**src/rtl/dseq_pkg.sv**
```systemverilog
package dseq_pkg;

  localparam int BYTE_W  = 8;
  localparam int CYL_W   = 16;
  localparam int N_PARAM = 6;
  localparam int N_RES   = 7;

  typedef struct packed {
    logic [BYTE_W-1:0] phead;
    logic [CYL_W-1:0]  cyl;
    logic [BYTE_W-1:0] lhead;
    logic [BYTE_W-1:0] lsect;
    logic [BYTE_W-1:0] cnt;
  } dseq_addr_t;

  typedef struct packed {
    dseq_addr_t a;
    logic       rolled;
  } dseq_step_t;

  typedef enum logic [1:0] {
    ST_IDLE = 2'd0,
    ST_XFER = 2'd1,
    ST_RES  = 2'd2
  } dseq_state_t;

  // Move the address on by one sector.
  function automatic dseq_step_t dseq_advance(dseq_addr_t cur,
                                              logic [BYTE_W-1:0] esn,
                                              logic [BYTE_W-1:0] etn);
    dseq_step_t r;
    r        = '{a: cur, rolled: 1'b0};
    r.a.cnt  = cur.cnt - 1'b1;
    if (cur.lsect == esn) begin
      r.a.lsect = '0;
      if (cur.lhead == etn) begin
        r.a.lhead = '0;
        r.a.cyl   = cur.cyl + 1'b1;
        r.rolled  = 1'b1;
      end else begin
        r.a.lhead = cur.lhead + 1'b1;
      end
    end else begin
      r.a.lsect = cur.lsect + 1'b1;
    end
    return r;
  endfunction

endpackage

```
**src/rtl/dseq_addr.sv**
```systemverilog
module dseq_addr
  import dseq_pkg::*;
(
  input  logic              clk,
  input  logic              rst_n,
  input  logic              load_i,
  input  dseq_addr_t        load_val_i,
  input  logic              adv_i,
  input  logic [6:0]        err_flags_i,
  input  logic [BYTE_W-1:0] end_sector_i,
  input  logic [BYTE_W-1:0] end_track_i,
  output dseq_addr_t        addr_o,
  output logic [BYTE_W-1:0] err_o,
  output logic              fin_o,
  output logic              rolled_o
);

  dseq_addr_t        addr_q;
  logic [BYTE_W-1:0] err_q;
  dseq_step_t        step;
  logic [BYTE_W-1:0] err_nxt;
  logic              enc_hit;

  always_comb begin
    step     = dseq_advance(addr_q, end_sector_i, end_track_i);
    enc_hit  = step.rolled && (step.a.cnt != '0);
    err_nxt  = err_q | {enc_hit, err_flags_i};
    fin_o    = (step.a.cnt == '0) || (err_nxt != '0);
    rolled_o = step.rolled;
  end

  always_ff @(posedge clk or negedge rst_n) begin
    if (!rst_n) begin
      addr_q <= '0;
      err_q  <= '0;
    end else if (load_i) begin
      addr_q <= load_val_i;
      err_q  <= '0;
    end else if (adv_i) begin
      addr_q <= step.a;
      err_q  <= err_nxt;
    end
  end

  assign addr_o = addr_q;
  assign err_o  = err_q;


  cnt_dec_chk: assert property (@(posedge clk) disable iff (!rst_n)
    (adv_i && !load_i) |=> addr_q.cnt == $past(addr_q.cnt) - 1'b1);


  sect_wrap_chk: assert property (@(posedge clk) disable iff (!rst_n)
    (adv_i && !load_i && addr_q.lsect == end_sector_i) |=> addr_q.lsect == '0);


  cyl_step_chk: assert property (@(posedge clk) disable iff (!rst_n)
    (adv_i && !load_i && rolled_o) |=>
      (addr_q.lhead == '0) && (addr_q.cyl == $past(addr_q.cyl) + 1'b1));


  enc_rule_chk: assert property (@(posedge clk) disable iff (!rst_n)
    (adv_i && !load_i && !err_q[7]) |=>
      err_q[7] == ($past(rolled_o) && addr_q.cnt != '0));

endmodule

```
**src/rtl/dseq_lba.sv**
```systemverilog
module dseq_lba
  import dseq_pkg::*;
#(
  parameter int LBA_W = 32
)(
  input  logic [CYL_W-1:0]  cyl_i,
  input  logic [BYTE_W-1:0] head_i,
  input  logic [BYTE_W-1:0] sect_i,
  input  logic [BYTE_W-1:0] heads_i,
  input  logic [BYTE_W-1:0] sects_i,
  output logic [LBA_W-1:0]  lba_o
);

  function automatic logic [LBA_W-1:0] calc_lba(logic [CYL_W-1:0] c,
                                                logic [BYTE_W-1:0] h,
                                                logic [BYTE_W-1:0] s,
                                                logic [BYTE_W-1:0] nh,
                                                logic [BYTE_W-1:0] ns);
    logic [LBA_W-1:0] trk;
    trk = LBA_W'(c) * LBA_W'(nh) + LBA_W'(h);
    return trk * LBA_W'(ns) + LBA_W'(s);
  endfunction

  assign lba_o = calc_lba(cyl_i, head_i, sect_i, heads_i, sects_i);

endmodule

```
**src/rtl/dseq_result.sv**
```systemverilog
module dseq_result #(
  parameter int N = 7,
  parameter int W = 8
)(
  input  logic         clk,
  input  logic         rst_n,
  input  logic         active_i,
  input  logic [N*W-1:0] bytes_i,
  input  logic         ready_i,
  output logic         valid_o,
  output logic [W-1:0] data_o,
  output logic         last_o
);

  localparam int IDX_W = $clog2(N);

  logic [W-1:0]     slot [N];
  logic [IDX_W-1:0] idx_q;
  logic             beat;

  for (genvar g = 0; g < N; g++) begin : g_slot
    assign slot[g] = bytes_i[(N-1-g)*W +: W];
  end

  assign valid_o = active_i;
  assign data_o  = slot[idx_q];
  assign beat    = active_i && ready_i;
  assign last_o  = beat && (idx_q == IDX_W'(N-1));

  always_ff @(posedge clk or negedge rst_n) begin
    if (!rst_n)      idx_q <= '0;
    else if (last_o) idx_q <= '0;
    else if (beat)   idx_q <= idx_q + 1'b1;
  end


  res_hold_chk: assert property (@(posedge clk) disable iff (!rst_n)
    (valid_o && !ready_i) |=> valid_o && $stable(data_o));

endmodule

```
**src/rtl/disk_addr_seq.sv**
```systemverilog
module disk_addr_seq
  import dseq_pkg::*;
#(
  parameter int LEN_W = 12,
  parameter int LBA_W = 32
)(
  input  logic               clk,
  input  logic               rst_n,
  input  logic               load_i,
  input  logic [47:0]        load_bytes_i,
  input  logic [7:0]         end_sector_i,
  input  logic [7:0]         end_track_i,
  input  logic [LEN_W-9:0]   len_hi_i,
  input  logic [7:0]         len_lo_i,
  input  logic [7:0]         geo_heads_i,
  input  logic [7:0]         geo_sectors_i,
  input  logic               sector_done_i,
  input  logic [6:0]         err_flags_i,
  output logic [7:0]         phys_head_o,
  output logic [15:0]        cyl_o,
  output logic [7:0]         lhead_o,
  output logic [7:0]         lsect_o,
  output logic [7:0]         count_o,
  output logic [LBA_W-1:0]   lba_o,
  output logic               sect_req_o,
  output logic [LEN_W-1:0]   xfer_len_o,
  output logic               done_o,
  output logic [7:0]         err_o,
  output logic               res_valid_o,
  output logic [7:0]         res_data_o,
  input  logic               res_ready_i
);

  localparam int RES_BITS = N_RES * BYTE_W;

  dseq_state_t st_q, st_d;
  dseq_addr_t  addr, load_val;
  logic        load_acc, adv, fin, rolled, res_last, done_q;
  logic [RES_BITS-1:0] res_bytes;

  assign load_val = dseq_addr_t'(load_bytes_i);
  assign load_acc = load_i && (st_q == ST_IDLE);
  assign adv      = sector_done_i && (st_q == ST_XFER);

  dseq_addr u_addr (
    .clk          (clk),
    .rst_n        (rst_n),
    .load_i       (load_acc),
    .load_val_i   (load_val),
    .adv_i        (adv),
    .err_flags_i  (err_flags_i),
    .end_sector_i (end_sector_i),
    .end_track_i  (end_track_i),
    .addr_o       (addr),
    .err_o        (err_o),
    .fin_o        (fin),
    .rolled_o     (rolled)
  );

  dseq_lba #(.LBA_W(LBA_W)) u_lba (
    .cyl_i   (addr.cyl),
    .head_i  (addr.lhead),
    .sect_i  (addr.lsect),
    .heads_i (geo_heads_i),
    .sects_i (geo_sectors_i),
    .lba_o   (lba_o)
  );

  assign res_bytes = {err_o, addr};

  dseq_result #(.N(N_RES), .W(BYTE_W)) u_res (
    .clk      (clk),
    .rst_n    (rst_n),
    .active_i (st_q == ST_RES),
    .bytes_i  (res_bytes),
    .ready_i  (res_ready_i),
    .valid_o  (res_valid_o),
    .data_o   (res_data_o),
    .last_o   (res_last)
  );

  always_comb begin
    st_d = st_q;
    unique case (st_q)
      ST_IDLE: if (load_acc) st_d = (load_val.cnt == '0) ? ST_RES : ST_XFER;
      ST_XFER: if (adv && fin) st_d = ST_RES;
      ST_RES:  if (res_last) st_d = ST_IDLE;
      default: st_d = ST_IDLE;
    endcase
  end

  always_ff @(posedge clk or negedge rst_n) begin
    if (!rst_n) begin
      st_q   <= ST_IDLE;
      done_q <= 1'b0;
    end else begin
      st_q   <= st_d;
      done_q <= (st_q != ST_RES) && (st_d == ST_RES);
    end
  end

  assign phys_head_o = addr.phead;
  assign cyl_o       = addr.cyl;
  assign lhead_o     = addr.lhead;
  assign lsect_o     = addr.lsect;
  assign count_o     = addr.cnt;
  assign sect_req_o  = (st_q == ST_XFER);
  assign xfer_len_o  = sect_req_o ? {len_hi_i, len_lo_i} : '0;
  assign done_o      = done_q;


  req_res_excl_chk: assert property (@(posedge clk) disable iff (!rst_n)
    !(sect_req_o && res_valid_o));


  done_pulse_chk: assert property (@(posedge clk) disable iff (!rst_n)
    done_o |=> !done_o);


  done_with_res_chk: assert property (@(posedge clk) disable iff (!rst_n)
    done_o |-> res_valid_o && !sect_req_o);


  zero_load_chk: assert property (@(posedge clk) disable iff (!rst_n)
    (load_acc && load_val.cnt == '0) |=> done_o && !sect_req_o);


  busy_load_chk: assert property (@(posedge clk) disable iff (!rst_n)
    (load_i && st_q != ST_IDLE && !adv) |=> $stable(addr) && $stable(err_o));

endmodule

```
**config.mk**
```make
export PLATFORM = sky130hd
export DESIGN_NAME = disk_addr_seq
export DESIGN_NICKNAME = d
export VERILOG_FILES = /design/src/rtl/dseq_pkg.sv /design/src/rtl/dseq_addr.sv /design/src/rtl/dseq_lba.sv /design/src/rtl/dseq_result.sv /design/src/rtl/disk_addr_seq.sv
export SDC_FILE = /design/constraint.sdc
export NUM_CORES = 1
export LEC_CHECK = 0
export BUFFER_PORTS_ARGS = -buffer_cell sky130_fd_sc_hd__buf_2
export CAP_MARGIN = 20
export CORE_MARGIN = 3
export CORE_UTILIZATION = 60
export DETAILED_ROUTE_END_ITERATION = 7
export PLACE_DENSITY = 0.82
export SETUP_SLACK_MARGIN = 0.02
export SLEW_MARGIN = 20
export SYNTH_ARGS = -nofsm -noshare
export SYNTH_HDL_FRONTEND = slang
export SYNTH_SLANG_ARGS = --single-unit
```
**constraint.sdc**
```tcl
create_clock -name clk -period 22.8 [get_ports clk]
set_input_delay 2.28 -clock clk [delete_from_list [all_inputs] [get_ports clk]]
set_output_delay 2.28 -clock clk [all_outputs]
set_load 0.03 [all_outputs]
```
==> results of run 1 <==
==> per-layer routing <==
metal | global-route usage | vias to the layer above
met5 | 0 | -
met4 | 0.0884 | 0
met3 | 0.0454 | 89
met2 | 0.517 | 491
met1 | 0.371 | 6361
li1 | - | 5847
==> layout make-up <==
| cell class | count | area [µm²] |
|---|---|---|
| inverter | 339 | 1270 |
| fill | 2018 | 7900 |
| sequential | 62 | 1550 |
| clock inverter | 6 | 71.3 |
| clock buffer | 10 | 239 |
| timing repair buffer | 217 | 1090 |
| multi-input combinational | 1297 | 12100 |
| tap | 324 | 405 |
==> worst max-delay path: cells and delay by family <==
kind	cells	cell delay [ns]
adder cells (fa/ha/maj)	10	4.58
AO/OA/AOI/OAI	8	1.60
XOR/XNOR	1	0.13
buffers and inverters	6	0.69
AND/OR/NAND/NOR	10	2.42
==> logic make-up (layout without fill, tap and decap cells) <==
| family | after synthesis | count (layout) | synth area share |
|---|---|---|---|
| fa+ha+maj | 368 | 368 | 0.421 |
| mux | 18 | 18 | 0.0186 |
| buf+inv | 408 | 572 | 0.102 |
| compound gates | 232 | 232 | 0.0984 |
| simple gates | 605 | 605 | 0.213 |
| flops | 62 | 62 | 0.102 |
| xor+xnor | 74 | 74 | 0.0442 |
==> how the worst max path moves through the flow <==
stage	from	to	slack (ns)	depth (start not counted)
2_1_floorplan	geo_heads_i[0]	lba_o[30]	9.99	36
3_3_place_gp	geo_heads_i[3]	lba_o[30]	9.10	35
3_5_place_dp	geo_heads_i[3]	lba_o[30]	8.85	35
4_1_cts	geo_heads_i[3]	lba_o[30]	8.84	35
5_1_grt	geo_heads_i[3]	lba_o[30]	8.28	36
6_report	geo_heads_i[3]	lba_o[30]	8.79	35
==> per-stage QoR <==
stage,area (µm²),util
floorplan,15200,-
global placement,16400,0.666
detailed placement,16400,0.666
CTS,16700,0.679
global route,16700,0.679
finish,16700,0.679
==> flip-flops by register name, summed over array words and instances, names as in the netlist <==
signal         cells
done_o             1
u_addr.addr_o     48
st_q               2
u_res.idx_q        3
u_addr.err_o       8
==> cell usage in the layout (no fill, tap or decap), types with 60 or more instances in the layout <==
cell type and n:
and2_1 226, nand2_1 177, buf_2 214, nor2_1 60
o21ai_0 63, fa_1 237, ha_1 131, inv_1 339
dfrtp_1 61
==> flow_metrics.py, run 1 <==
metrics = {
    "synth": {
        "netlist.area_leader.share": 0.313,
        "synth_common_cells": "339 x inv_1, 237 x fa_1, 227 x and2_1",
        "synth.most_common_cell": "inv_1",
        "yosysSeqAreaShare": 0.102,
        "ys_warn_count": 0,
        "yosys-top-cells-area": "fa_1 31%, ha_1 11%, dfrtp_1 10%, and2_1 9.4%, inv_1 8.4%",
        "synth.distinct_cells": 66,
        "synth_area_um2": 15200,
        "synth_top_cell_by_area": "fa_1",
        "ys_async_sr_fraction": 1.00,
        "synth_edf_count": 0,
        "synth_ff_type": "dfrtp_1",
        "ys_seq_elements": 62,
        "syn-num-nets": 2239,
        "synth.avg_cell_area_um2": 8.59,
        "synthCells": 1767,
    },
    "sta": {
        "tightest_slew_ns": 0.903,
        "tns_ns": 0,
        "max_slew_margin": 0.394,
        "post-route-period-util": 0.614,
        "hold_viol": 0,
        "fmaxAchievable_mhz": 71.4,
        "rsz0062_at_grt": "false",
        "fin_crit_ns": 14.01,
        "setup_ws_ns": 8.79,
        "fin_skew_ns": 0.0128,
        "setup_violations": 0,
        "fin_hold_ws_ns": 0.503,
        "slew_violations": 0,
    },
    "floorplan": {
        "dieArea_um2": 27200,
        "fp.dieW_um": 165,
        "start_util": 0.617,
        "rows": 57,
        "chipHeight_um": 165,
        "io-pin-count": 215,
        "core-area_um2": 24600,
    },
    "finish": {
        "drive_above_1_share": 0.135,
        "final_nets": 2398,
        "area_growth_pct": 10.1,
        "n_antenna_cell": 0,
        "final-instance-count-excl-fill": 2255,
    },
    "route": {
        "wirelength_met1_um": 14900,
        "first_pass_iters": 5,
        "routed_wl_um": 37600,
        "dr_total_vias": 12800,
        "ant_nets": 0,
        "wl_met3_um": 2630,
        "viasPerCell": 5.67,
        "drt_iter0_drc": 780,
        "wire_per_inst_um": 16.7,
        "met2_wirelength_um": 19100,
        "drc": 0,
        "top_layer": "met4",
    },
    "global_routing": {
        "grt.overflow.total": 0,
        "grt_pass1_vias": 13500,
        "grt_antenna_before_repair": 0,
        "grt_pass1_wl_um": 64600,
        "grt_max_degree": 77,
        "globalRouteTotalUtil": 0.293,
    },
    "clock_network": {
        "cts_tree": "built",
        "numCtsBuffers": 9,
        "clkLatencyLatePin_ns": 0.35,
        "h-tree-depth": 3,
        "cts_setup_buffers": 0,
        "cts-root-buf": "clkbuf_16",
        "cts_max_path_buffers": 2,
        "clk_pin_slew_ns": 0.05,
        "cts_resized": 0,
        "clock_sinks": 62,
        "hold_buffers": 0,
    },
    "run_status": {
        "outcome": "finished, final reports clean",
    },
    "worst_setup_path": {
        "crit_slowest_cell": "nor3_1",
        "worstRegToRegCells": 8,
        "reg2reg_slack_ns": 19.83,
        "required_ns": 20.52,
        "crit_arrival_ns": 11.73,
        "critPathMaxStageDelay_ns": 0.64,
        "r2r_end": "u_addr.addr_o[30]",
        "crit_type": "primary input to primary output",
        "end_kind": "primary output",
        "cpMostUsedCell": "fa_1",
        "r2r_start": "st_q[1]",
        "crit_fanout": 16,
        "cp-start-kind": "primary input",
    },
    "place": {
        "io_buffer_count": 214,
        "dp.cells": 2239,
        "dp_hpwl_um": 29800,
        "place_congestion": 0.935,
        "pre_cts_slack_ns": 8.85,
    },
    "min_path": {
        "min_to": "u_addr.addr_o[41]",
        "whs_path_depth": 2,
        "hp-start": "u_addr.addr_o[41]",
        "holdCritPathClass": "flip-flop to flip-flop",
    },
    "job": {
        "maxCapViolations": 0,
    },
}
Power of run 1 is left out: the tool's default activity adds up to more than one toggle a clock period on the data nets, which glitch-free logic cannot reach.
==> run 2: changes to the inputs <==
Settings changed: CORE_UTILIZATION 60 to 55, PLACE_DENSITY 0.82 to 0.79.
Clock period 22.8 ns to 11.95 ns, I/O delays scaled along.
==> run 2 against run 1 <==
  * Register-to-register slack lost 11 ns
  * Via count decreased by 0.27%
  * Global-route usage down 2.4 points
  * Final area increased by 0.60%
  * Non-clock buffer count is 4 higher
  * Cell count up 0.93%
  * Flip-flop and latch count is the same
  * Clock-buffer cell count up 3
==> flow_metrics.py, run 2 (same netlist as run 1, synthesis figures left out) <==
metrics = {
    "floorplan": {
        "core-area_um2": 27000,
        "start_util": 0.561,
        "chipHeight_um": 172,
        "rows": 60,
        "fp.dieW_um": 172,
        "io-pin-count": 215,
        "dieArea_um2": 29600,
    },
    "finish": {
        "area_growth_pct": 10.7,
        "largest_reg_flops": 48,
        "fin_area_um2": 16800,
        "drive_above_1_share": 0.139,
        "final_nets": 2402,
        "n_antenna_cell": 0,
        "layout_commonest_cell": "inv_1",
        "fill_cells": 2301,
        "layout_common_cells": "339 x inv_1, 237 x fa_1, 226 x and2_1",
        "final-instance-count-excl-fill": 2276,
    },
    "global_routing": {
        "grt.overflow.total": 0,
        "globalRouteTotalUtil": 0.269,
        "grt_pass1_wl_um": 64400,
        "grt_max_degree": 76,
        "grt_pass1_vias": 13400,
        "grt_antenna_before_repair": 0,
    },
    "place": {
        "io_buffer_count": 214,
        "placed_area_um2": 16400,
        "dp_hpwl_um": 30800,
        "place_congestion": 0.896,
        "pre_cts_slack_ns": 0.112,
        "dp.cells": 2260,
    },
    "clock_network": {
        "cts_setup_buffers": 0,
        "cts-root-buf": "clkbuf_16",
        "clock_sinks": 62,
        "h-tree-depth": 3,
        "cts_tree": "built",
        "clkLatencyLatePin_ns": 0.33,
        "numCtsBuffers": 9,
        "clk_pin_slew_ns": 0.06,
        "cts_max_path_buffers": 2,
    },
    "route": {
        "viasPerCell": 5.60,
        "wl_met3_um": 2300,
        "ant_nets": 0,
        "wire_per_inst_um": 16.8,
        "wirelength_met1_um": 15700,
        "routed_wl_um": 38300,
        "drc": 0,
        "first_pass_iters": 5,
        "dr_total_vias": 12800,
        "top_layer": "met4",
        "drt_iter0_drc": 733,
        "met2_wirelength_um": 19000,
    },
    "worst_setup_path": {
        "crit_fanout": 16,
        "r2r_end": "u_addr.addr_o[32]",
        "r2r_start": "st_q[1]",
        "reg2reg_slack_ns": 9.00,
        "cp-start-kind": "primary input",
        "critPathBufInv": 7,
        "critPathMaxStageDelay_ns": 0.56,
        "crit_arrival_ns": 10.29,
        "crit_slowest_cell": "fa_1",
        "required_ns": 10.76,
        "cpMostUsedCell": "fa_1",
        "end_kind": "primary output",
        "worstRegToRegCells": 8,
        "crit_type": "primary input to primary output",
        "crit_family": "adder cells",
    },
    "sta": {
        "fin_crit_ns": 11.48,
        "post-route-period-util": 0.961,
        "fmaxAchievable_mhz": 87.1,
        "slew_violations": 0,
        "max_slew_margin": 0.272,
        "hold_viol": 0,
        "setup_violations": 0,
        "fin_skew_ns": 0.00807,
        "setup_ws_ns": 0.467,
        "tightest_slew_ns": 1.09,
    },
    "min_path": {
        "min_to": "u_addr.addr_o[46]",
        "holdCritPathClass": "flip-flop to flip-flop",
        "whs_path_depth": 2,
        "hp-start": "u_addr.addr_o[46]",
    },
    "job": {
        "maxCapViolations": 0,
    },
    "run_status": {
        "outcome": "finished, final reports clean",
    },
}
[run 2: repair_timing]
| item | 4_1_cts | 5_1_grt |
|---|---|---|
| hold buffers | 0 | 0 |
| endpoints found under the setup margin | 0 | 4 |
| resized for setup | 0 | 8 |
[run 2: how the worst max path moves through the flow]
stage	startpoint	to	slack [ns]	depth (start not counted)
floorplan	geo_heads_i[0]	lba_o[30]	1.31	36
global placement	geo_heads_i[2]	lba_o[30]	0.22	36
detailed placement	geo_heads_i[2]	lba_o[30]	0.11	36
CTS	geo_heads_i[2]	lba_o[30]	0.11	36
global route	geo_heads_i[0]	lba_o[30]	-0.03	37
finish	geo_heads_i[0]	lba_o[30]	0.47	33
[run 2: per-layer routing]
metal | vias to the layer above | GRT usage
met4 | 0 | 0.0868
met3 | 103 | 0.0332
met2 | 484 | 0.472
met1 | 6305 | 0.348
met5 | - | 0
li1 | 5862 | -
[run 2: worst register-to-register path, stage by stage (launching register included)]
cell and delay [ns]:
dfrtp_1 0.42, and2b_1 0.47, nand2_2 0.29, nor3_2 0.44, and2_1 0.36, nand4_1 0.35
nor2_1 0.25, xnor2_1 0.14, o21ai_0 0.09
[run 2: final cells by class]
class,instances,area (µm²),share of cell area
clock buffer,13,280,0.0167
clock inverter,3,40.0,0.00238
inverter,339,1270,0.0757
multi-input combinational,1297,12100,0.721
sequential,62,1550,0.0923
tap,341,427,0.0254
timing repair buffer,221,1120,0.0669
[run 2: stage by stage]
stage / hold WS (ns) / TNS (ns) / util
floorplan: 0.463 / 0 / -
global placement: 0.477 / 0 / 0.608
detailed placement: 0.488 / 0 / 0.608
CTS: 0.511 / 0 / 0.620
global route: 0.531 / -0.0266 / 0.622
finish: 0.518 / 0 / 0.622
Power of run 2 is left out for the same reason.
==> run 3: changes to the inputs <==
Settings changed: CELL_PAD_IN_SITES_DETAIL_PLACEMENT set to 2, CELL_PAD_IN_SITES_GLOBAL_PLACEMENT set to 2, CORE_UTILIZATION 55 to 33, REMOVE_ABC_BUFFERS set to 1.
==> run 3 against run 2 <==
  * Worst hold slack worse by 0.016 ns
  * Core utilization is 24 points lower
  * Sequential share of layout area is 0.20 points lower
  * Fmax is 0.67% higher
  * Die area is 64% higher
  * Register-to-register slack worse by 0.21 ns
  * Final area is 2.3% higher
  * Global-route usage is 6.1 points lower
  * Cell count is 12% higher
  * Wire length is 33% higher
  * Via count is 1.5% higher
  * Critical endpoint unchanged
==> flow_metrics.py, run 3 (same netlist as run 1, synthesis figures left out) <==
metrics = {
    "worst_setup_path": {
        "crit_family": "adder cells",
        "cp-start-kind": "primary input",
        "cpMostUsedCell": "fa_1",
        "worstRegToRegCells": 8,
        "cp_num_cells": 36,
        "critPathBufInv": 8,
        "end_kind": "primary output",
        "critPathLaunch": "geo_heads_i[4]",
        "reg2reg_slack_ns": 8.79,
        "cp-endpoint": "lba_o[30]",
        "crit_slowest_cell": "fa_1",
        "crit_arrival_ns": 10.21,
        "critPathMaxStageDelay_ns": 0.54,
        "r2r_start": "st_q[1]",
        "crit_type": "primary input to primary output",
        "required_ns": 10.76,
        "r2r_end": "u_addr.addr_o[36]",
        "crit_fanout": 16,
    },
    "floorplan": {
        "core-area_um2": 44800,
        "fp.dieW_um": 220,
        "io-pin-count": 215,
        "start_util": 0.339,
        "dieArea_um2": 48600,
        "chipHeight_um": 220,
        "rows": 77,
    },
    "sta": {
        "setup_violations": 0,
        "tns_ns": 0,
        "post-route-period-util": 0.955,
        "max_slew_margin": 0.340,
        "hold_viol": 0,
        "fin_crit_ns": 11.41,
        "setup_ws_ns": 0.543,
        "rsz0062_at_grt": "false",
        "tightest_slew_ns": 0.987,
        "fmaxAchievable_mhz": 87.7,
        "slew_violations": 0,
        "fin_skew_ns": 0.00635,
    },
    "clock_network": {
        "clkLatencyLatePin_ns": 0.34,
        "cts_max_path_buffers": 2,
        "h-tree-depth": 3,
        "cts-root-buf": "clkbuf_16",
        "clock_sinks": 62,
        "clk_pin_slew_ns": 0.06,
        "cts_tree": "built",
        "hold_buffers": 0,
        "numCtsBuffers": 9,
    },
    "job": {
        "maxCapViolations": 0,
    },
    "finish": {
        "area_growth_pct": 13.3,
        "layout_common_cells": "339 x inv_1, 237 x fa_1, 226 x and2_1",
        "fin_area_um2": 17200,
        "multiInputGateArea_um2": 12100,
        "seqCellArea_um2": 1550,
        "drive_above_1_share": 0.145,
        "final_nets": 2407,
        "layout_commonest_cell": "inv_1",
        "largest_reg_flops": 48,
        "utilization": 0.384,
        "fill_cells": 5081,
    },
    "route": {
        "first_pass_iters": 5,
        "dr_total_vias": 12900,
        "drc": 0,
        "drt_iter0_drc": 451,
        "viasPerCell": 5.10,
        "wire_per_inst_um": 20.1,
        "routed_wl_um": 51000,
        "ant_nets": 0,
    },
    "global_routing": {
        "grt.overflow.total": 0,
        "grt_pass1_vias": 15000,
        "grt_antenna_before_repair": 6,
        "grt_pass1_wl_um": 80500,
        "globalRouteTotalUtil": 0.208,
        "grt_max_degree": 76,
    },
    "place": {
        "pre_cts_slack_ns": 0.223,
        "place_congestion": 0.821,
        "dp_hpwl_um": 41400,
        "io_buffer_count": 214,
        "placed_area_um2": 16800,
    },
    "min_path": {
        "holdCritPathClass": "flip-flop to flip-flop",
    },
    "run_status": {
        "outcome": "finished, final reports clean",
    },
}
## run 3: cell count changes in the layout (fill, tap and decap cells not counted), sizes merged
cell / before / now
clkinvlp: 0 / 3
clkinv: 2 / 1
buf: 221 / 222
inv: 339 / 340
diode: 0 / 7
clkbuf: 13 / 14
## run 3: per-layer routing
layer | GRT usage | vias up | part of all wire
li1 | - | 5856 | -
met1 | 0.261 | 6854 | 0.41
met2 | 0.389 | 180 | 0.55
met3 | 0.0218 | 52 | 0.025
met4 | 0.0356 | 2 | 0.013
met5 | 0.0101 | - | 0.0012
## run 3: area by class of cell
cell class | count | share of cell area
sequential | 62 | 0.0903
tap | 592 | 0.0431
timing repair buffer | 226 | 0.0681
clock buffer | 10 | 0.0139
antenna | 7 | 0.00102
inverter | 339 | 0.0740
multi-input combinational | 1297 | 0.706
clock inverter | 6 | 0.00408
## run 3: timing repair
| item | CTS | global route |
|---|---|---|
| gates resized for setup | 0 | 18 |
| endpoints found under the setup margin | 0 | 9 |
| endpoints found under the hold margin | 0 | 0 |
| buffers inserted | 0 | 1 |
## run 3: through the flow
| step | hold WS, ns | cells |
|---|---|---|
| floorplan | 0.463 | 1698 |
| global placement | 0.483 | 2515 |
| detailed placement | 0.494 | 2515 |
| CTS | 0.504 | 2531 |
| global route | 0.548 | 2538 |
| finish | 0.502 | 2539 |
## run 3: how the worst min path moves through the flow
stage,cells after the start,slack [ns],from,to
2_1_floorplan,1,0.46,st_q[0],st_q[1]
3_3_place_gp,1,0.48,st_q[0],st_q[1]
3_5_place_dp,2,0.49,u_addr.addr_o[40],u_addr.addr_o[40]
4_1_cts,2,0.50,u_addr.addr_o[40],u_addr.addr_o[40]
5_1_grt,2,0.55,u_addr.addr_o[40],u_addr.addr_o[40]
6_report,2,0.50,u_addr.addr_o[40],u_addr.addr_o[40]
## run 3: tightest hold or removal path: stages, from the launching register on
cell and delay (ns):
dfrtp_1 0.36, nand2_1 0.06, nand2_1 0.06
Power of run 3 is left out for the same reason.
